### config.mk
export PLATFORM = sky130hd
export DESIGN_NAME = dda_interp3
export DESIGN_NICKNAME = d
export VERILOG_FILES = /design/src/rtl/dda_pkg.sv /design/src/rtl/dda_seq.sv /design/src/rtl/dda_axis.sv /design/src/rtl/dda_interp3.sv
export SDC_FILE = /design/constraint.sdc
export NUM_CORES = 1
export LEC_CHECK = 0
export ABC_AREA = 0
export ABC_CLOCK_PERIOD_IN_PS = 1400
export BUFFER_PORTS_ARGS = -buffer_cell sky130_fd_sc_hd__buf_2
export CAP_MARGIN = 0
export CORE_ASPECT_RATIO = 0.8
export CORE_UTILIZATION = 30
export CTS_CLUSTER_SIZE = 12
export DETAILED_ROUTE_END_ITERATION = 16
export GPL_TIMING_DRIVEN = 0
export SLEW_MARGIN = 10
export SYNTH_ARGS = -nofsm -noshare
export SYNTH_HDL_FRONTEND = slang
export SYNTH_HIERARCHICAL = 1
export SYNTH_SLANG_ARGS = --single-unit
### constraint.sdc
create_clock -name clk_i -period 1.4 [get_ports clk_i]
set_input_delay 0.14 -clock clk_i [delete_from_list [all_inputs] [get_ports clk_i]]
set_output_delay 0.14 -clock clk_i [all_outputs]
set_load 0.05 [all_outputs]
### src/rtl/dda_pkg.sv
package dda_pkg;
  typedef enum logic [1:0] {
    ST_IDLE = 2'd0,
    ST_RUN  = 2'd1,
    ST_DONE = 2'd2
  } dda_state_e;
endpackage

### src/rtl/dda_seq.sv
module dda_seq
  import dda_pkg::*;
#(
  parameter int ACC_W = 5
) (
  input  logic clk_i,
  input  logic rst_ni,
  input  logic start_i,
  input  logic en_i,
  output logic load_o,
  output logic acc_en_o,
  output logic busy_o,
  output logic done_o
);
  dda_state_e       state_q;
  logic [ACC_W-1:0] cnt_q;
  logic             last_w;

  assign last_w = (cnt_q == '1);

  always_ff @(posedge clk_i or negedge rst_ni) begin
    if (!rst_ni) begin
      state_q <= ST_IDLE;
      cnt_q   <= '0;
    end else begin
      case (state_q)
        ST_IDLE: if (start_i) begin
          state_q <= ST_RUN;
          cnt_q   <= '0;
        end
        ST_RUN: if (en_i) begin
          cnt_q <= cnt_q + 1'b1;
          if (last_w) state_q <= ST_DONE;
        end
        ST_DONE: state_q <= ST_IDLE;
        default: state_q <= ST_IDLE;
      endcase
    end
  end

  assign load_o   = (state_q == ST_IDLE) && start_i;
  assign acc_en_o = (state_q == ST_RUN) && en_i;
  assign busy_o   = (state_q == ST_RUN);
  assign done_o   = (state_q == ST_DONE);


  done_one_cycle_chk: assert property (@(posedge clk_i) disable iff (!rst_ni)
    done_o |=> !done_o && !busy_o);


  run_entry_chk: assert property (@(posedge clk_i) disable iff (!rst_ni)
    $rose(busy_o) |-> $past(start_i));


  hold_when_gated_chk: assert property (@(posedge clk_i) disable iff (!rst_ni)
    (busy_o && !en_i) |=> $stable(cnt_q) && busy_o);
endmodule

### src/rtl/dda_axis.sv
module dda_axis #(
  parameter int COORD_W = 8,
  parameter int ACC_W   = 5
) (
  input  logic               clk_i,
  input  logic               rst_ni,
  input  logic               load_i,
  input  logic               acc_en_i,
  input  logic [COORD_W-1:0] start_c_i,
  input  logic [COORD_W-1:0] end_c_i,
  output logic               step_o,
  output logic               dir_o
);
  logic signed [COORD_W:0] diff_w;
  logic [ACC_W-1:0]        func_d, func_q, acc_q;
  logic [ACC_W:0]          sum_w;
  logic                    step_q, dir_q;

  // sign-extend both, subtract at one extra bit
  assign diff_w = $signed({end_c_i[COORD_W-1], end_c_i})
                - $signed({start_c_i[COORD_W-1], start_c_i});
  assign func_d = ACC_W'(diff_w[COORD_W] ? -diff_w : diff_w);
  assign sum_w  = {1'b0, acc_q} + {1'b0, func_q};

  always_ff @(posedge clk_i or negedge rst_ni) begin
    if (!rst_ni) begin
      func_q <= '0;
      acc_q  <= '0;
      step_q <= 1'b0;
      dir_q  <= 1'b0;
    end else if (load_i) begin
      func_q <= func_d;
      acc_q  <= '0;
      step_q <= 1'b0;
      dir_q  <= ~diff_w[COORD_W];
    end else begin
      step_q <= acc_en_i & sum_w[ACC_W];
      if (acc_en_i) acc_q <= sum_w[ACC_W-1:0];
    end
  end

  assign step_o = step_q;
  assign dir_o  = dir_q;


  step_after_accum_chk: assert property (@(posedge clk_i) disable iff (!rst_ni)
    step_o |-> $past(acc_en_i));


  dir_hold_chk: assert property (@(posedge clk_i) disable iff (!rst_ni)
    step_o |-> $stable(dir_o));
endmodule

### src/rtl/dda_interp3.sv
module dda_interp3 #(
  parameter int COORD_W  = 8,
  parameter int ACC_W    = 5,
  parameter int NUM_AXES = 3
) (
  input  logic                        clk_i,
  input  logic                        rst_ni,
  input  logic                        start_i,
  input  logic                        unit_en_i,
  input  logic [NUM_AXES*COORD_W-1:0] start_pos_i,
  input  logic [NUM_AXES*COORD_W-1:0] end_pos_i,
  output logic [NUM_AXES-1:0]         step_o,
  output logic [NUM_AXES-1:0]         dir_o,
  output logic                        busy_o,
  output logic                        done_o
);
  logic load_w, acc_en_w;

  dda_seq #(.ACC_W(ACC_W)) u_seq (
    .clk_i    (clk_i),
    .rst_ni   (rst_ni),
    .start_i  (start_i),
    .en_i     (unit_en_i),
    .load_o   (load_w),
    .acc_en_o (acc_en_w),
    .busy_o   (busy_o),
    .done_o   (done_o)
  );

  for (genvar g = 0; g < NUM_AXES; g++) begin : g_axis
    dda_axis #(.COORD_W(COORD_W), .ACC_W(ACC_W)) u_axis (
      .clk_i     (clk_i),
      .rst_ni    (rst_ni),
      .load_i    (load_w),
      .acc_en_i  (acc_en_w),
      .start_c_i (start_pos_i[g*COORD_W +: COORD_W]),
      .end_c_i   (end_pos_i[g*COORD_W +: COORD_W]),
      .step_o    (step_o[g]),
      .dir_o     (dir_o[g])
    );
  end


  step_in_move_chk: assert property (@(posedge clk_i) disable iff (!rst_ni)
    (step_o != '0) |-> (busy_o || done_o));


  done_after_busy_chk: assert property (@(posedge clk_i) disable iff (!rst_ni)
    $rose(done_o) |-> $past(busy_o));
endmodule

## Word-level counts from Yosys, hierarchy flattened

Index checks and enable logic that the tools add are counted.

- Bits in registers: 43

- Add/sub/neg operators: 10
- Equal/unequal tests: 6
- Multiplexer cells: 19
- Bitwise gates (word level): 6
- Reductions and logical operators: 7

Operator list:

| operator | number |
|---|---|
| $mux W5 | 11 |
| $sub A8 B8 Y9 | 3 |
| $add A5 B5 Y6 | 3 |
| $neg A5 Y5 | 3 |
| $pmux W5 S2 | 1 |
| $mux W2 | 3 |
| $reduce_and A3 Y1 | 2 |
| $add A5 B1 Y5 const B | 1 |
| $eq A5 B5 Y1 const B | 1 |
| $ne A2 B2 Y1 const B | 2 |
| $pmux W2 S2 | 1 |
| $reduce_bool A2 Y1 | 2 |
| $and A1 B1 Y1 | 3 |
| $mux W1 | 3 |
| $not A1 Y1 | 3 |
| $eq A2 B1 Y1 const B | 1 |
| $eq A2 B2 Y1 const B | 1 |
| $logic_and A1 B1 Y1 | 2 |
| $logic_not A2 Y1 | 1 |
| $ne A2 B1 Y1 const B | 1 |

## Longest topological paths before layout

Gate-level depths: netlist (run 1).

- Word-level depth: 4
- Mapped depth: 8
- Depth with buffers taken out: 8

## Hierarchy

Netlist (run 1), hierarchy kept.

By module, submodules not included:

| module | times used | cells an instance | area an instance (um2) | sequential area each (um2) |
|---|---|---|---|---|
| dda_axis (g_axis[0].u_axis) | 1 | 109 | 1,017.2 | 300.3 |
| dda_axis (g_axis[2].u_axis) | 1 | 109 | 1,002.2 | 300.3 |
| dda_axis (g_axis[1].u_axis) | 1 | 108 | 1,001.0 | 300.3 |
| dda_seq | 1 | 31 | 381.6 | 175.2 |

## Worst setup path after synthesis (run 1)

No wires, ideal clock.

- Path type: input -> register
- Start point: input end_pos_i[16]
- End point: register g_axis[2].u_axis.func_q[1]
- Data arrival time: 1,604 ps
- Setup slack: -286 ps
- Cell stages on the path: 8
- Path through: inv_1 ha_1 fa_1 nand2b_2 a21oi_4 a21oi_2 or2_1 a31oi_1

- Cells in the longest elaborated chain, start to end: 3

RTL lines:

| what | RTL line | text |
|---|---|---|
| start, declared | dda_interp3.sv:11 | `input logic [NUM_AXES*COORD_W-1:0] end_pos_i,` |
| $sub A8 B8 Y9 (*) | dda_axis.sv:21 | `- $signed({start_c_i[COORD_W-1], start_c_i});` |
| $neg A5 Y5 | dda_axis.sv:22 | `assign func_d = ACC_W'(diff_w[COORD_W] ? -diff_w : diff_w);` |
| $mux W5 (*) | dda_axis.sv:22 |  |
| end signal, assigned | dda_axis.sv:32 | `func_q <= func_d;` |
| end, declared | dda_axis.sv:15 | `logic [ACC_W-1:0] func_d, func_q, acc_q;` |

Mark *: on every way between the ends. The rest lies on a longest branch, timed or not.
A chain may end at the register's enable or synchronous reset.

## Worst setup path after layout (run 1)

- Start point: register g_axis[2].u_axis.func_q[0]
- End point: register g_axis[2].u_axis.acc_q[4]

- Cells in the longest elaborated chain, start to end: 3

RTL lines:

| what | RTL line | text |
|---|---|---|
| $add A5 B5 Y6 | dda_axis.sv:23 | `assign sum_w = {1'b0, acc_q} + {1'b0, func_q};` |
| $mux W5 | dda_axis.sv:38 | `if (acc_en_i) acc_q <= sum_w[ACC_W-1:0];` |
| $mux W5 | dda_axis.sv:31 | `end else if (load_i) begin` |
| end signal, assigned | dda_axis.sv:38 |  |
| end, declared | dda_axis.sv:15 |  |

Every way passes these cells. The select of a mux whose other input is x is not followed.

==> results of run 1 <==
[what timing repair did]
item / in CTS / in global routing
pin swaps: 31 / 31
setup buffers: 19 / 10
endpoints found under the setup margin: 40 / 37
cloned: 0 / 0
gates resized for setup: 42 / 41
[sequential cells by signal, summed over array words and instances, names as in the netlist]
register              flops
g_axis.u_axis/acc_q      15
g_axis.u_axis/dir_o       3
u_seq/cnt_q               5
u_seq/state_q             2
g_axis.u_axis/func_q     15
g_axis.u_axis/step_o      3
[critical path: stages, from the launching register on]
cell and delay, ns:
dfrtp_1 0.35, ha_2 0.20, inv_2 0.04, fa_2 0.33, nor2b_1 0.12, o21a_1 0.14, nor3_1 0.04, nand3b_1 0.17
a21oi_2 0.15
[cell families (layout without fill, tap and decap cells)]
| kind of cell | Yosys count | count (layout) | share of synthesized area (%) |
|---|---|---|---|
| buffers and inverters | 55 | 149 | 6.363 |
| adder cells (fa/ha/maj) | 50 | 50 | 19.71 |
| AO/OA/AOI/OAI | 75 | 75 | 16.62 |
| multiplexers | 11 | 11 | 3.420 |
| XOR/XNOR | 23 | 23 | 6.142 |
| flip-flops | 43 | 43 | 31.63 |
| AND/OR/NAND/NOR | 100 | 100 | 16.11 |
[worst paths after layout]
path                                                  from  depth (start not counted)  slack (ns)                          to
max in group asynchronous                           rst_ni                          1        0.76  g_axis[1].u_axis/func_q[3]
worst max-delay path            g_axis[2].u_axis/func_q[0]                          8       -0.21   g_axis[2].u_axis/acc_q[4]
worst min register to register  g_axis[2].u_axis/func_q[0]                          2        0.51  g_axis[2].u_axis/func_q[0]
worst max register to register  g_axis[2].u_axis/func_q[0]                          8       -0.21   g_axis[2].u_axis/acc_q[4]
min in group clk_i                               unit_en_i                          2        0.16            u_seq/state_q[1]
worst min-delay path                                rst_ni                          1        0.02      g_axis[0].u_axis/dir_o
[Yosys cell counts (all sizes together), types with 8 or more instances]
cell type / instances / area share [%]
inv: 45 / 5.0
ha: 44 / 16
dfrtp: 43 / 32
nor2: 35 / 4.0
a21oi: 31 / 5.9
nand2: 18 / 2.0
xnor2: 16 / 4.1
a211oi: 9 / 2.7
clkbuf: 9 / 1.1
mux2i: 9 / 2.6
o21ai: 8 / 1.2
[routing by layer]
metal  global-route usage (%)  wire (um)  share of wire [%]  vias to the layer above
li1                         -          -                  -                     1401
met1                    15.95       3209                 47                     1299
met2                    22.02       3410                 50                       34
met3                    2.113        195                2.8                        9
met4                    2.279         69                1.0                        0
met5                        0          0                  0                        -
[metrics by stage]
stage	instance area (um2)	std cells
final	4647	595
after global placement	3991	560
after detailed placement	3991	560
after floorplan	3516	357
after CTS	4466	586
after global routing	4647	595
[cell type report]
cell class,count,share of cell area (%)
clock inverter,2,0.7539
sequential,43,23.16
timing repair buffer,87,12.87
multi-input combinational,259,50.03
inverter,45,4.335
tap,144,3.877
buffer,9,1.992
clock buffer,6,2.989
[where the power goes]
group | internal (mW) | switching, mW
sequential | 1.84 | 0.358
clock | 0.887 | 0.465
combinational | 2.48 | 2.41
total | 5.20 | 3.23
==> impl_metrics.py, run 1 <==
metrics = {
    "cells_and_area": {
        "n_fill_cell": 1045,
        "multiInputGateArea_mm2": 0.002325,
        "diodes": 0,
        "final_cell_mix": "buf_2 (52), dfrtp_1 (43), inv_1 (38), ha_1 (35), nor2_1 (32)",
        "synthToLayoutAreaGrowth_pct": 36.59,
        "ff_latch_area_mm2": 0.001076,
        "drive_gt1_share_pct": 39.02,
        "nNetsFinal": 552,
        "final_util_pct": 42.34,
        "final_common_cell": "buf_2",
    },
    "clocking": {
        "root_buffer": "clkbuf_16",
        "cts.reportedPaths.clkPinSlew_ns": 0.06,
        "cts_sinks": 43,
        "hold_buffers": 0,
        "cts_made_buffers": 5,
        "clk_latency_ns": 0.28,
        "cts_max_level": 2,
        "ctsLongestPathBuffers": 2,
        "cts_tree": "yes",
    },
    "placed_design": {
        "pre_cts_slack_ns": -0.4998,
        "hpwl_um": 5070,
        "port_buffers": 59,
        "globalplace.congestion": 0.7783,
    },
    "worst_hold_path": {
        "hold_class": "in -> async",
    },
    "detailed_routing": {
        "initialDrtViolationCount": 61,
        "drc_errors": 0,
        "vias_per_cell": 4.610,
        "drt_wl_total_um": 6885,
        "ant_nets": 0,
        "vias": 2743,
        "drtPass1Iterations": 4,
        "wl_per_cell_um": 11.57,
    },
    "critical_path": {
        "cp.arrival_ns": 1.82,
        "endpoint_kind": "register",
        "start_kind": "register",
        "crit_required_ns": 1.61,
        "worst-path-max-fanout": 2,
        "critPathKind": "reg -> reg",
    },
    "die": {
        "rows": 34,
        "die_w_um": 121.1,
        "start_util_pct": 31.00,
        "die-area_mm2": 0.01177,
        "core_mm2": 0.01098,
        "fp.dieH_um": 97.25,
        "io_pins": 60,
    },
    "logic_synthesis": {
        "synth_fp_nets": 459,
        "ys_warn_count": 6,
        "ys_async_sr_fraction_pct": 100.0,
        "synth_enable_flop_cells": 0,
        "ys_seq_elements": 43,
        "netlist_instances": 357,
        "synth.distinct_cells": 49,
        "yosysSeqAreaShare_pct": 31.63,
        "syn-mean-instance-area_um2": 9.529,
        "syn_area_mm2": 0.003402,
        "synthFlopType": "dfrtp_1",
    },
    "sta": {
        "slew_viol_final": 0,
        "finalHoldViolCount": 0,
        "skew_ns": 0.003641,
        "min_period_ns": 1.609,
        "slew_headroom_pct": 34.08,
        "fin_ws_ns": -0.2093,
        "rsz0062_at_grt": "true",
        "whs_ns": 0.02039,
        "setup_viol": 22,
        "worstMarginPinSlew_ns": 0.9888,
        "timing.final.crit_share_pct": 115.0,
        "fmax_mhz": 621.4,
        "setup_tns_ns": -1.465,
    },
    "global_route": {
        "grt_pass1_wl_um": 12220,
        "grt_max_degree": 44,
        "grt.total_usage_pct": 12.47,
        "grt_pass1_vias": 2834,
        "antenna_found_initial": 0,
        "overflow": 0,
    },
    "pwr": {
        "totalPowerFinal_mw": 8.430,
        "pwr_density_cell_mw_per_mm2": 1814,
        "p_leak_nw": 2.238,
        "vdd_drop_max_mv": 1.015,
    },
    "run_status": {
        "outcome": "finished with violations",
        "violations": "setup timing",
    },
    "job": {
        "cap_violations": 0,
    },
}
(Power assumes the default switching activity.)
==> run 2: changes to the inputs <==
- ABC_CLOCK_PERIOD_IN_PS: 1400 -> 1650
- clock period: 1.4 -> 1.65 ns (I/O delays scaled with it)
==> run 2 against run 1 <==
The flow now finishes without violations. Via count down 3.9%. Total power fell by 21%. Setup slack better by 0.24 ns. Final cell count fell by 3.7%. Clock power is 15% lower. Non-clock buffer count decreased by 22. Core utilization decreased by 4.1 points. Fmax decreased by 0.63%. Cell area decreased by 9.7%. Clock skew down 0.00065 ns. Register-to-register slack gained 0.24 ns. Sequential power down 14%. Largest cell class unchanged. Largest power group unchanged.
==> impl_metrics.py, run 2 (synthesis gave the netlist of run 1 again) <==
metrics = {
    "run_status": {
        "outcome": "completed",
    },
    "critical_path": {
        "cp.arrival_ns": 1.83,
        "max_stage_delay_ns": 0.37,
        "endpoint_kind": "register",
        "critPathKind": "reg -> reg",
        "cp_cell_sequence": "ha_2 -> inv_1 -> fa_2 -> nor2b_1 -> o21a_1 -> nor3_1 -> nand3b_1 -> a21oi_1",
        "start_kind": "register",
        "worst-path-max-fanout": 2,
        "critPathSlowestCell": "dfrtp_1",
        "crit_required_ns": 1.86,
    },
    "global_route": {
        "grt_pass1_wl_um": 11370,
        "grt.total_usage_pct": 11.76,
        "grt_max_degree": 44,
        "grt_pass1_vias": 2641,
        "overflow": 0,
        "antenna_found_initial": 0,
    },
    "detailed_routing": {
        "ant_nets": 0,
        "wl_per_cell_um": 11.08,
        "drc_errors": 0,
        "drtPass1Iterations": 4,
        "initialDrtViolationCount": 82,
        "vias_per_cell": 4.599,
        "drt_wl_total_um": 6350,
        "vias": 2635,
    },
    "clocking": {
        "cts_tree": "yes",
        "cts_made_buffers": 5,
        "cts_sinks": 43,
        "cts.reportedPaths.clkPinSlew_ns": 0.06,
        "root_buffer": "clkbuf_16",
        "ctsLongestPathBuffers": 2,
        "cts_max_level": 2,
        "clk_latency_ns": 0.28,
        "hold_buffers": 0,
    },
    "pwr": {
        "p_leak_nw": 2.049,
        "pwr_density_cell_mw_per_mm2": 1577,
        "vdd_drop_max_mv": 0.6009,
    },
    "worst_hold_path": {
        "hold_class": "in -> async",
    },
    "sta": {
        "finalHoldViolCount": 0,
        "min_period_ns": 1.619,
        "fmax_mhz": 617.5,
        "timing.final.crit_share_pct": 98.15,
        "skew_ns": 0.002989,
        "setup_viol": 0,
        "rsz0062_at_grt": "true",
        "worstMarginPinSlew_ns": 0.9682,
        "slew_viol_final": 0,
        "slew_headroom_pct": 35.45,
    },
    "cells_and_area": {
        "nNetsFinal": 530,
        "synthToLayoutAreaGrowth_pct": 23.35,
        "largestRegisters": "g_axis.u_axis/acc_q x15, g_axis.u_axis/func_q x15, u_seq/cnt_q x5",
        "final_area_mm2": 0.004197,
        "final_util_pct": 38.24,
        "diodes": 0,
        "final_cell_mix": "buf_2 (59), dfrtp_1 (43), inv_1 (41), ha_1 (39), nor2_1 (33)",
        "final_common_cell": "buf_2",
        "drive_gt1_share_pct": 30.30,
    },
    "placed_design": {
        "hpwl_um": 5001,
        "globalplace.congestion": 0.7763,
        "port_buffers": 59,
        "place_area_mm2": 0.003928,
    },
    "die": {
        "io_pins": 60,
        "rows": 34,
        "start_util_pct": 31.00,
        "fp.dieH_um": 97.25,
        "die_w_um": 121.1,
        "core_mm2": 0.01098,
        "die-area_mm2": 0.01177,
    },
    "job": {
        "cap_violations": 0,
    },
}
## run 2: critical path: cells and delay by family, from the launching register on
family                     cells  cell delay (ns)
AOI/OAI and AO/OA              2             0.27
adders and majority gates      2             0.55
buffers and inverters          1             0.05
DFF                            1             0.37
and+or+nand+nor                3             0.32
## run 2: what timing repair did
action                                  4_1_cts  5_1_grt
gates cloned                                  0        0
setup buffers                                 2        5
gates resized for setup                      10       13
endpoints found under the setup margin       34       19
pin swaps                                     2        8
## run 2: where the power goes
group / switching [mW] / internal (mW) / leakage (nW)
registers: 0.339 / 1.56 / 0.508
clock network: 0.395 / 0.752 / 0.0868
logic: 1.85 / 1.72 / 1.45
total: 2.59 / 4.03 / 2.05
## run 2: worst paths after layout
| check | from | end | slack (ns) | depth (start not counted) |
|---|---|---|---|---|
| hold reg to reg | g_axis[2].u_axis/func_q[0] | g_axis[2].u_axis/func_q[0] | 0.52 | 2 |
| min in group clk_i | unit_en_i | u_seq/state_q[1] | 0.19 | 2 |
| setup reg to reg | g_axis[2].u_axis/acc_q[0] | g_axis[2].u_axis/acc_q[4] | 0.03 | 8 |
| setup / recovery | g_axis[2].u_axis/acc_q[0] | g_axis[2].u_axis/acc_q[4] | 0.03 | 8 |
| hold / removal | rst_ni | g_axis[2].u_axis/step_o | 0.04 | 1 |
| max in group asynchronous | rst_ni | g_axis[1].u_axis/func_q[2] | 1.01 | 1 |
## run 2: final cells by class
cell class	instances	area (um2)
clock buffers	6	138.9
flip-flops and latches	43	1076
multi-input cells	259	2190
plain buffers	8	46.29
fillers	1087	6779
well taps	144	180.2
clock inverters	2	35.03
inverters	45	178.9
repair buffers	66	351.6
## run 2: metrics by stage
stage	setup WS [ns]	setup TNS [ns]	hold slack (ns)	power (mW)	std cells
CTS	0.004559	0	0.08719	6.522	569
finish	0.03052	0	0.03756	6.618	573
detailed placement	-0.3491	-8.758	0.3866	5.269	560
global placement	-0.3145	-6.950	0.3875	5.127	560
global route	-0.09243	-0.2031	0.1249	7.308	573
floorplan	0.001330	0	-0.1306	4.560	357
## run 2: routing by layer
layer  up-vias  GRT usage, %  part of all wire [%]
met5         -             0                     0
met4         0         2.849                  0.88
met3         4         2.289                   2.0
met2        22         19.47                    49
met1      1249         15.67                    49
li1       1360             -                     -
==> run 3: changes to the inputs <==
- CORE_MARGIN: not set -> 4
- SYNTH_HIERARCHICAL: 1 -> not set
==> run 3 against run 2 <==
Setup slack worse by 0.016 ns. Die area is 5.6% higher. Final cell count is 1.6% lower. Combinational power is 12% lower. Flip-flop and latch count stayed put. First-iteration DRC count is 22% higher. Synthesized cell count is 3.6% lower. Global-route usage hardly changed. Clock power is 16% lower. Via count is 0.68% lower. Critical endpoint is now g_axis[0].u_axis.func_q[4]. Largest power group unchanged.
==> impl_metrics.py, run 3 <==
metrics = {
    "cells_and_area": {
        "nNetsFinal": 525,
        "final_cell_mix": "buf_2 (54), dfrtp_1 (43), nand2_1 (42), ha_1 (35), inv_1 (30)",
        "n_fill_cell": 1025,
        "drive_gt1_share_pct": 30.90,
        "final_common_cell": "buf_2",
        "diodes": 0,
        "multiInputGateArea_mm2": 0.002122,
        "ff_latch_area_mm2": 0.001076,
        "synthToLayoutAreaGrowth_pct": 30.37,
        "fin_cells": 564,
        "largestRegisters": "g_axis.u_axis.acc_q x15, g_axis.u_axis.func_q x15, u_seq.cnt_q x5",
    },
    "worst_hold_path": {
        "hold_class": "in -> async",
    },
    "detailed_routing": {
        "ant_nets": 0,
        "drc_errors": 0,
        "vias": 2617,
        "drtPass1Iterations": 4,
        "drt_wl_total_um": 6985,
        "vias_per_cell": 4.640,
        "initialDrtViolationCount": 100,
        "wl_per_cell_um": 12.38,
    },
    "placed_design": {
        "dp.cells": 543,
        "pre_cts_slack_ns": -0.4149,
        "port_buffers": 59,
        "globalplace.congestion": 0.7953,
        "hpwl_um": 5454,
    },
    "global_route": {
        "antenna_found_initial": 0,
        "grt_pass1_vias": 2630,
        "grt_max_degree": 44,
        "overflow": 0,
        "grt_pass1_wl_um": 11950,
        "grt.total_usage_pct": 11.81,
    },
    "logic_synthesis": {
        "ys_warn_count": 0,
        "syn-mean-instance-area_um2": 9.329,
        "synth_enable_flop_cells": 0,
        "yosys-top-cells-area": "dfrtp_1 (34%), ha_1 (17%), nand2_1 (4.9%)",
        "yosysMostFrequentCell": "ha_1",
        "synth.distinct_cells": 36,
        "synthFlopType": "dfrtp_1",
        "netlist_instances": 344,
        "yosysTopAreaCell": "dfrtp_1",
        "yosysSeqAreaShare_pct": 33.53,
        "syn_area_mm2": 0.003209,
        "synth_common_cells": "ha_1 (44), dfrtp_1 (43), nand2_1 (42), inv_1 (33), o21ai_0 (26)",
        "ys_seq_elements": 43,
        "yosysTopAreaCellShare_pct": 33.53,
        "synth_fp_nets": 446,
        "ys_async_sr_fraction_pct": 100.0,
    },
    "clocking": {
        "cts.reportedPaths.clkPinSlew_ns": 0.06,
        "cts_made_buffers": 5,
        "hold_buffers": 0,
        "cts_tree": "yes",
        "ctsLongestPathBuffers": 2,
        "root_buffer": "clkbuf_16",
        "clk_latency_ns": 0.28,
        "cts_sinks": 43,
        "cts_max_level": 2,
    },
    "pwr": {
        "vdd_drop_max_mv": 0.5743,
        "switching_share_pct": 40.41,
        "p_leak_nw": 2.082,
        "clock_power_share_pct": 16.0,
        "power_frac_seq_pct": 32.0,
        "combinationalPowerShare_pct": 52.0,
        "totalPowerFinal_mw": 6.020,
        "switching_power_mw": 2.433,
        "intPower_mw": 3.587,
        "pwr_density_cell_mw_per_mm2": 1439,
    },
    "critical_path": {
        "cp.arrival_ns": 1.86,
        "start_kind": "input port",
        "critPathKind": "in -> reg",
        "cp_cell_sequence": "buf_8 -> inv_8 -> ha_4 -> fa_1 -> ha_2 -> nand3b_1 -> mux2_4 -> a211o_1 -> nand3_1",
        "worst-path-max-fanout": 3,
        "endpoint_kind": "register",
        "critPathSlowestCell": "fa_1",
        "max_stage_delay_ns": 0.53,
        "crit_required_ns": 1.87,
    },
    "sta": {
        "finalHoldViolCount": 0,
        "rsz0062_at_grt": "true",
        "worstMarginPinSlew_ns": 0.9543,
        "min_period_ns": 1.636,
        "fin_ws_ns": 0.01432,
        "timing.final.crit_share_pct": 99.13,
        "setup_tns_ns": 0,
        "slew_headroom_pct": 36.38,
        "slew_viol_final": 0,
        "skew_ns": 0.002835,
        "setup_viol": 0,
        "fmax_mhz": 611.4,
    },
    "die": {
        "start_util_pct": 30.97,
        "die-area_mm2": 0.01243,
        "rows": 33,
        "fp.dieH_um": 100.5,
        "core_mm2": 0.01036,
        "io_pins": 60,
        "die_w_um": 123.6,
    },
    "job": {
        "cap_violations": 0,
    },
    "run_status": {
        "outcome": "completed",
    },
}
[run 3: changes by cell type in the layout (fill, tap and decap cells not counted), sizes merged, moves of 7 or more]
cell	delta
a21oi	-7
xor2	+8
buf	+13
inv	-12
nor2	-20
mux2i	-7
nand2	+24
o21ai	+18
[run 3: area by class of cell]
class	count	area share [%]
well taps	140	4.187
plain buffers	14	2.063
inverters	33	3.618
repair buffers	72	10.32
multi-input cells	254	50.72
flip-flops and latches	43	25.72
clock inverters	2	0.2990
clock buffers	6	3.080
[run 3: cell families after synthesis]
family	share of synthesized area (%)
and+or+nand+nor	13.80
buffers and inverters	6.433
muxes	1.676
AOI/OAI and AO/OA	16.14
DFF	33.53
xor gates and xnor gates	7.524
adders and majority gates	20.90
[run 3: repair_timing]
item,CTS,global route
setup buffers,4,9
setup endpoints to repair,19,18
pin swaps,14,19
gates resized for setup,19,21
[run 3: power groups by stage]
stage,Clock [mW],Combinational [mW],Sequential (mW)
3_5_place_dp,0,2.83,1.92
5_1_grt,1.02,3.59,1.99
3_3_place_gp,0,2.71,1.90
4_1_cts,0.983,2.97,1.92
2_1_floorplan,0,2.26,1.80
6_report,0.961,3.13,1.93
[run 3: path summary, 6_finish.rpt]
| path | startpoint | to | slack, ns | depth (start not counted) |
|---|---|---|---|---|
| hold reg to reg | u_seq.cnt_q[4] | u_seq.cnt_q[4] | 0.49 | 2 |
| hold / removal | rst_ni | g_axis[1].u_axis.acc_q[0] | 0.03 | 1 |
| setup reg to reg | g_axis[1].u_axis.func_q[0] | g_axis[1].u_axis.acc_q[4] | 0.02 | 6 |
| max in group asynchronous | rst_ni | g_axis[2].u_axis.acc_q[1] | 1.02 | 1 |
| min in group clk_i | unit_en_i | u_seq.state_q[1] | 0.20 | 2 |
| setup / recovery | end_pos_i[0] | g_axis[0].u_axis.func_q[4] | 0.01 | 9 |
[run 3: metal layers]
| metal | vias to the layer above | global-route usage [%] | part of all wire (%) | routed length [um] |
|---|---|---|---|---|
| li1 | 1336 | - | - | - |
| met1 | 1224 | 16.94 | 50 | 3509 |
| met2 | 50 | 18.45 | 45 | 3132 |
| met3 | 7 | 1.515 | 3.7 | 260 |
| met4 | 0 | 3.830 | 1.2 | 83 |
| met5 | - | 0 | 0 | 0 |
[run 3: per-stage QoR]
stage	cell area [um2]	util (%)	hold WS (ns)
2_1_floorplan	3309	-	-0.1306
3_3_place_gp	3780	36.47	0.3764
3_5_place_dp	3780	36.47	0.3754
4_1_cts	4019	38.78	0.06706
5_1_grt	4184	40.37	0.1223
6_report	4184	40.37	0.03299
[run 3: worst max-delay path, delay by kind of cell]
family	cells	cell delay [ns]
AO/OA/AOI/OAI	1	0.26
adder cells (fa/ha/maj)	3	0.89
AND/OR/NAND/NOR	2	0.14
buffers and inverters	2	0.11
multiplexers	1	0.29
